[config.mk]
export PLATFORM = sky130hd
export DESIGN_NAME = spec_sar_ctrl
export DESIGN_NICKNAME = d
export VERILOG_FILES = /design/src/rtl/ssc_pkg.sv /design/src/rtl/ssc_thresh_reg.sv /design/src/rtl/ssc_cycle_ctr.sv /design/src/rtl/ssc_decide.sv /design/src/rtl/ssc_result.sv /design/src/rtl/spec_sar_ctrl.sv
export SDC_FILE = /design/constraint.sdc
export NUM_CORES = 1
export LEC_CHECK = 0
export BUFFER_PORTS_ARGS = -buffer_cell sky130_fd_sc_hd__buf_2
export CAP_MARGIN = 20
export CORE_MARGIN = 8
export CORE_UTILIZATION = 35
export DETAILED_ROUTE_END_ITERATION = 10
export GPL_TIMING_DRIVEN = 0
export HOLD_SLACK_MARGIN = 0.08
export SETUP_SLACK_MARGIN = 0.2
export SLEW_MARGIN = 5
export SYNTH_ARGS = -nofsm -noshare
export SYNTH_HDL_FRONTEND = slang
export SYNTH_SLANG_ARGS = --single-unit
[constraint.sdc]
create_clock -name clk -period 3.9 [get_ports clk]
set_input_delay 0.585 -clock clk [delete_from_list [all_inputs] [get_ports clk]]
set_output_delay 0.585 -clock clk [all_outputs]
set_load 0.01 [all_outputs]
[src/rtl/ssc_pkg.sv]
// Shared types for the speculative dual-threshold SAR controller.
package ssc_pkg;
    // Per-cycle move command for one threshold register.
    typedef enum logic [1:0] {
        STEP_HOLD = 2'd0,
        STEP_UP   = 2'd1,
        STEP_DOWN = 2'd2
    } step_e;
endpackage

[src/rtl/ssc_thresh_reg.sv]
// One threshold code register feeding a DAC.
// Loads its seed on start, otherwise moves one code per step command and
// saturates at both ends of the code range. Assumes load wins over step.
module ssc_thresh_reg import ssc_pkg::*; #(
    parameter int W = 5
) (
    input  logic         clk,
    input  logic         rst_n,
    input  logic         load,
    input  logic [W-1:0] load_val,
    input  step_e        step,
    output logic [W-1:0] code
);
    localparam logic [W-1:0] CODE_MAX = {W{1'b1}};

    // Seed load, saturating increment or decrement.
    always_ff @(posedge clk) begin
        if (!rst_n) begin
            code <= '0;
        end else if (load) begin
            code <= load_val;
        end else begin
            case (step)
                STEP_UP:   if (code != CODE_MAX) code <= code + 1'b1;
                STEP_DOWN: if (code != '0)       code <= code - 1'b1;
                default:   ;
            endcase
        end
    end


    sat_top_chk: assert property (@(posedge clk) disable iff (!rst_n)
        (!load && step == STEP_UP && code == CODE_MAX) |=> code == CODE_MAX);

    sat_bottom_chk: assert property (@(posedge clk) disable iff (!rst_n)
        (!load && step == STEP_DOWN && code == '0) |=> code == '0);
endmodule

[src/rtl/ssc_cycle_ctr.sv]
// Iteration counter: 0 = idle, 1..NCYC = evaluation cycle number.
// A start pulse always re-arms cycle 1, including on the final cycle.
module ssc_cycle_ctr #(
    parameter int NCYC = 5
) (
    input  logic clk,
    input  logic rst_n,
    input  logic start,
    output logic eval_en,
    output logic last
);
    localparam int CW = $clog2(NCYC + 1);
    localparam logic [CW-1:0] CNT_LAST = CW'(NCYC);

    logic [CW-1:0] cnt;

    // Arm on start, advance during evaluation, fall idle after the last cycle.
    always_ff @(posedge clk) begin
        if (!rst_n)            cnt <= '0;
        else if (start)        cnt <= CW'(1);
        else if (cnt == CNT_LAST) cnt <= '0;
        else if (cnt != '0)    cnt <= cnt + 1'b1;
    end

    assign eval_en = (cnt != '0);
    assign last    = (cnt == CNT_LAST);


    start_arms_chk: assert property (@(posedge clk) disable iff (!rst_n)
        start |=> (eval_en && cnt == CW'(1)));
endmodule

[src/rtl/ssc_decide.sv]
// Per-cycle decision logic and per-sample status (recovered, bit, digitized, level).
// Produces the step commands for both threshold registers and the next-state
// status that the result latch captures on the last cycle.
// Assumes both comparators see the same held sample for the whole period.
module ssc_decide import ssc_pkg::*; #(
    parameter int W = 5
) (
    input  logic         clk,
    input  logic         rst_n,
    input  logic         start,
    input  logic         eval_en,
    input  logic         c_hi,
    input  logic         c_lo,
    input  logic [W-1:0] code_hi,
    input  logic [W-1:0] code_lo,
    output step_e        step_hi,
    output step_e        step_lo,
    output logic         nx_rec,
    output logic         nx_bit,
    output logic         nx_dig,
    output logic [W-1:0] nx_lvl
);
    localparam logic [W-1:0] CODE_MAX = {W{1'b1}};

    logic         rec_q, bit_q, dig_q;
    logic [W-1:0] lvl_q;

    // Decide this cycle's moves and status updates.
    always_comb begin
        step_hi = STEP_HOLD;
        step_lo = STEP_HOLD;
        nx_rec  = rec_q;
        nx_bit  = bit_q;
        nx_dig  = dig_q;
        nx_lvl  = lvl_q;
        if (eval_en) begin
            if (!rec_q) begin
                if (c_hi && c_lo) begin
                    nx_rec  = 1'b1;
                    nx_bit  = 1'b1;
                    step_hi = STEP_UP;
                end else if (!c_hi && !c_lo) begin
                    nx_rec  = 1'b1;
                    nx_bit  = 1'b0;
                    step_lo = STEP_DOWN;
                end else if (!c_hi && c_lo) begin
                    step_hi = STEP_DOWN;
                    step_lo = STEP_UP;
                end
            end else if (!dig_q) begin
                if (bit_q) begin
                    if (!c_hi) begin
                        nx_dig = 1'b1;
                        nx_lvl = code_hi;
                    end else begin
                        step_hi = STEP_UP;
                    end
                end else begin
                    if (c_lo) begin
                        nx_dig = 1'b1;
                        nx_lvl = code_lo;
                    end else begin
                        step_lo = STEP_DOWN;
                    end
                end
            end
        end
    end

    // Status registers: cleared by a new sample, updated each evaluation cycle.
    always_ff @(posedge clk) begin
        if (!rst_n || start) begin
            rec_q <= 1'b0;
            bit_q <= 1'b0;
            dig_q <= 1'b0;
            lvl_q <= '0;
        end else begin
            rec_q <= nx_rec;
            bit_q <= nx_bit;
            dig_q <= nx_dig;
            lvl_q <= nx_lvl;
        end
    end


    dig_after_rec_chk: assert property (@(posedge clk) disable iff (!rst_n)
        dig_q |-> rec_q);

    rec_sticky_chk: assert property (@(posedge clk) disable iff (!rst_n)
        (rec_q && !start) |=> (rec_q && bit_q == $past(bit_q)));

    close_in_chk: assert property (@(posedge clk) disable iff (!rst_n)
        (eval_en && !start && !rec_q && !c_hi && c_lo && code_hi != '0 && code_lo != CODE_MAX)
        |=> (code_hi == W'($past(code_hi) - 1'b1) && code_lo == W'($past(code_lo) + 1'b1)));

    refine_one_chk: assert property (@(posedge clk) disable iff (!rst_n)
        (eval_en && !start && rec_q && !dig_q && bit_q && c_hi && code_hi != CODE_MAX)
        |=> (code_hi == W'($past(code_hi) + 1'b1) && $stable(code_lo)));
endmodule

[src/rtl/ssc_result.sv]
// Output latch: captures the finished sample's results on the last cycle and
// holds them; raises a one-clock strobe after each capture.
module ssc_result #(
    parameter int W = 5
) (
    input  logic         clk,
    input  logic         rst_n,
    input  logic         fin,
    input  logic         bit_in,
    input  logic [W-1:0] lvl_in,
    input  logic         bv_in,
    input  logic         lv_in,
    input  logic         cal_in,
    output logic         bit_q,
    output logic [W-1:0] lvl_q,
    output logic         bv_q,
    output logic         lv_q,
    output logic         cal_q,
    output logic         stb_q
);
    // Capture on finish, hold otherwise.
    always_ff @(posedge clk) begin
        if (!rst_n) begin
            bit_q <= 1'b0;
            lvl_q <= '0;
            bv_q  <= 1'b0;
            lv_q  <= 1'b0;
            cal_q <= 1'b0;
            stb_q <= 1'b0;
        end else begin
            stb_q <= fin;
            if (fin) begin
                bit_q <= bit_in;
                lvl_q <= lvl_in;
                bv_q  <= bv_in;
                lv_q  <= lv_in;
                cal_q <= cal_in;
            end
        end
    end


    hold_chk: assert property (@(posedge clk) disable iff (!rst_n)
        !fin |=> ($stable(bit_q) && $stable(lvl_q) && $stable(bv_q) && $stable(lv_q) && $stable(cal_q)));
endmodule

[src/rtl/spec_sar_ctrl.sv]
// Speculative dual-threshold SAR controller for one two-comparator sub-converter.
// Loads two predicted thresholds per sample, resolves the bit when the
// comparators agree, refines the matching threshold for the level, and
// latches the results after a fixed number of evaluation cycles.
// Assumes sample_start is a one-clock pulse and the sample is held for the period.
module spec_sar_ctrl import ssc_pkg::*; #(
    parameter int W    = 5,
    parameter int NCYC = 5
) (
    input  logic         clk,
    input  logic         rst_n,
    input  logic         sample_start,
    input  logic [W-1:0] spec_one,
    input  logic [W-1:0] spec_zero,
    input  logic         cmp_hi,
    input  logic         cmp_lo,
    output logic [W-1:0] dac_hi,
    output logic [W-1:0] dac_lo,
    output logic         bit_out,
    output logic [W-1:0] level_out,
    output logic         bit_valid,
    output logic         level_valid,
    output logic         cal_req,
    output logic         result_stb
);
    localparam int NPATH = 2;   // index 0: bit-1 path, index 1: bit-0 path

    logic [W-1:0] seeds [NPATH];
    logic [W-1:0] codes [NPATH];
    step_e        steps [NPATH];
    logic         eval_en, last;
    logic         nx_rec, nx_bit, nx_dig;
    logic [W-1:0] nx_lvl;
    logic [W:0]   code_sum;
    logic         fin_bit;
    logic [W-1:0] fin_lvl;

    assign seeds[0] = spec_one;
    assign seeds[1] = spec_zero;

    for (genvar p = 0; p < NPATH; p++) begin : g_path
        ssc_thresh_reg #(.W(W)) u_reg (
            .clk      (clk),
            .rst_n    (rst_n),
            .load     (sample_start),
            .load_val (seeds[p]),
            .step     (steps[p]),
            .code     (codes[p])
        );
    end

    ssc_cycle_ctr #(.NCYC(NCYC)) u_ctr (
        .clk     (clk),
        .rst_n   (rst_n),
        .start   (sample_start),
        .eval_en (eval_en),
        .last    (last)
    );

    ssc_decide #(.W(W)) u_decide (
        .clk     (clk),
        .rst_n   (rst_n),
        .start   (sample_start),
        .eval_en (eval_en),
        .c_hi    (cmp_hi),
        .c_lo    (cmp_lo),
        .code_hi (codes[0]),
        .code_lo (codes[1]),
        .step_hi (steps[0]),
        .step_lo (steps[1]),
        .nx_rec  (nx_rec),
        .nx_bit  (nx_bit),
        .nx_dig  (nx_dig),
        .nx_lvl  (nx_lvl)
    );

    // Final bit and level, with midpoint fallbacks for unresolved samples.
    always_comb begin
        code_sum = {1'b0, codes[0]} + {1'b0, codes[1]};
        fin_bit  = nx_rec ? nx_bit : code_sum[W];
        if (nx_dig)      fin_lvl = nx_lvl;
        else if (nx_rec) fin_lvl = nx_bit ? codes[0] : codes[1];
        else             fin_lvl = code_sum[W:1];
    end

    ssc_result #(.W(W)) u_result (
        .clk    (clk),
        .rst_n  (rst_n),
        .fin    (last),
        .bit_in (fin_bit),
        .lvl_in (fin_lvl),
        .bv_in  (nx_rec),
        .lv_in  (nx_dig),
        .cal_in (!nx_dig),
        .bit_q  (bit_out),
        .lvl_q  (level_out),
        .bv_q   (bit_valid),
        .lv_q   (level_valid),
        .cal_q  (cal_req),
        .stb_q  (result_stb)
    );

    assign dac_hi = codes[0];
    assign dac_lo = codes[1];


    unresolved_cal_chk: assert property (@(posedge clk) disable iff (!rst_n)
        (result_stb && !bit_valid) |-> (cal_req && !level_valid));

    load_seed_chk: assert property (@(posedge clk) disable iff (!rst_n)
        sample_start |=> (dac_hi == $past(spec_one) && dac_lo == $past(spec_zero)));
endmodule

==> metrics.txt <==
core area 0.00589 mm2; most common cell after layout, fill and taps aside buf_2; Root Buffer clkbuf_8; Die Wd 93.8 um; syn nets 291; # H-tree levels 2; final hold viol count 0; cts bufs inserted 5; number of nets in the final layout 330; most frequent cells in the layout 34 x buf_2, 31 x dfxtp_1, 23 x nor2_1; CTS tree built; critical path's slowest cell o21ai_1; HP Class register to register; RePlAce Congestion 0.822; Ys Warns 0; DR iter-0 viols 135; Total GRT Usage between 10% and 20%; first-pass GRT wire length 10000 um; DIE AREA 0.00879 mm2; Internal 0.603 mW; I/O pin count 35; I/O Buffers 32; #FFs+latches synth 31; Detailed Route WL 5920 um; Clk pin slew, worst setup/hold paths ~0.070 ns; Pleak approximately 1.0 nW; Post-CTS Setup Inserts 0; run status finished clean; Worst Path Required 4.07 ns; CTS Hold Buffers Added 0; period utilization 67.7%; Setup CP Type input port to register; PD cells 345 mW/mm2; EDFF count, synth 0; DR pass1 iterations 4; Slew headroom 59.9%; initial antenna violation count 0; WP buf/inv 2; CP endpoint kind register; dpl hpwl 4460 um; post-cts resize count 0; Worst Path Arrival approximately 2.8 ns; Synth cell types 53; CP delay by family, top compound AO/OA/AOI/OAI gates; drt drc 0; Worst-Margin Slew 0.586 ns; count of pins over their slew limit 0; Hold WS 0.468 ns; post-route setup TNS 0 ns; post-route insts no fill 377; Ant. Diodes 0; final setup fails 0; max-cap violations 0; logic gate share of total power approximately 20%; Clk pwr share 40.0%; fmax 0.379 GHz; synthesized netlist cell count 262; Psw between 0.2 and 0.3 mW; Clk Latency, worst-skew pair around 0.30 ns; Synth Area per Inst 8.08 um2; GRT Residual Overflow 0; reg2reg setup slack 1.30 ns; switch share 29.7%; Synth Flop Type dfxtp_1; Area Overhead vs Synth 17.6%; Tmin final approximately 2.6 ns; VDD IR max 0.000192 V; startpoint class of the critical path input port; vias in the first global route between 1.5k and 2k; share of cells above drive strength 1 16.9%; sequential element share of the synthesized area 29.3%; worst clock skew between 0.005 and 0.006 ns; height of the die approximately 94 um; placed cell count around 370; Starting Density 35.9%; crit path cell chain buf_2 -> inv_1 -> ha_1 -> nor3b_1 -> o21ai_1 -> xnor2_1 -> ha_1 -> or3_1 -> a22oi_1 -> xnor2_1 -> a21oi_1; vias per cell 5.35; Synth Cell Area 0.00212 mm2; critical path's largest stage delay 0.43 ns; Reg power frac 40.2%; RSZ-0062 raised after global routing no; crit path max fanout 6; drt wl/cell 15.7 um; # rows 28; Clock Sinks 31; via count 2016; Post-DRT Antenna Nets 0; Post-synth ARST share 0%; largest net degree at the start of global routing 11; CTS max path bufs 2
-- tightest hold or removal path, delay by kind of cell (launching register included) --
| family | cells | cell delay (ns) |
|---|---|---|
| AO/OA/AOI/OAI | 1 | 0.06 |
| flip-flops | 1 | 0.31 |
| AND/OR/NAND/NOR | 1 | 0.05 |
-- cell usage after synthesis (all sizes together), types with 2 or more instances --
master,n,area (um2)
nand4,5,31.3
o21a,3,22.5
a211oi,2,15.0
and3,5,31.3
clkbuf,13,48.8
nor2b,4,25.0
a21boi,3,22.5
dfxtp,31,621
and2,3,18.8
a32oi,2,36.3
mux2,2,22.5
o22ai,2,12.5
nand2b,3,26.3
o21ai,21,105
a21oi,19,95.1
xnor2,9,78.8
nor2,23,86.3
o211ai,4,30.0
a21o,3,22.5
inv,6,22.5
or3,2,12.5
a31oi,3,18.8
nor4,2,12.5
nor3,8,40.0
nand3b,2,15.0
nand3,19,100
a211o,2,17.5
mux2i,8,80.1
buf,5,40.0
a22oi,5,37.5
nand2,16,60.1
ha,13,163
and2b,2,15.0
-- per-layer routing --
metal | up-vias | track usage [%] | routed length, um
li1 | 1024 | - | -
met1 | 938 | 18.8 | 2880
met2 | 44 | 21.8 | 2620
met3 | 10 | 3.68 | 344
met4 | 0 | 3.17 | 73
met5 | - | 0 | 0
-- cell families after synthesis --
group | after synthesis | share of synthesized area (%)
fa+ha+maj | 14 | 8.63
compound gates | 74 | 22.8
mux | 10 | 4.85
xor+xnor | 10 | 4.14
flops | 31 | 29.3
simple gates | 98 | 24.2
buf+inv | 25 | 6.09
-- sequential cells by signal, indices dropped and copies added (netlist names) --
signal	count
g_path.u_reg.code	10
u_decide.lvl_q	5
u_result.lvl_q	5
u_ctr.cnt	3
u_decide.bit_q	1
u_decide.dig_q	1
u_decide.rec_q	1
u_result.bit_q	1
u_result.bv_q	1
u_result.cal_q	1
u_result.lv_q	1
u_result.stb_q	1
-- per-stage QoR --
stage	cell area, um2	util [%]	setup slack, ns	total power [mW]
final	2490	42.3	1.26	0.858
after global routing	2490	42.3	1.01	0.897
after CTS	2490	42.3	1.24	0.859
after detailed placement	2370	40.3	0.952	0.521
after global placement	2370	40.3	0.977	0.518
after floorplan	2120	-	1.38	0.470
-- area by class of cell --
class	count	area, um2
Fill cell	627	3400
Multi-Input combinational cell	206	1370
Sequential cell	31	621
Timing Repair Buffer	32	160
Tap cell	75	93.8
Buffer	18	88.8
Clock buffer	6	82.6
Inverter	7	40.0
Clock inverter	2	35.0
-- power groups by stage --
stage	Clock [mW]	Sequential [mW]	Combinational, mW
2_1_floorplan	0	0.350	0.120
5_1_grt	0.359	0.347	0.191
3_3_place_gp	0	0.352	0.167
3_5_place_dp	0	0.352	0.169
4_1_cts	0.344	0.345	0.170
6_report	0.343	0.345	0.170
-- worst paths after layout --
kind,start,end,cells past startpoint
setup / recovery,cmp_hi,g_path[1].u_reg.code[2],11
hold / removal,u_result.cal_q,u_result.cal_q,2
setup reg to reg,u_ctr.cnt[0],g_path[0].u_reg.code[4],12
hold reg to reg,u_result.cal_q,u_result.cal_q,2
Note: power is estimated with default switching activity, not from simulation.
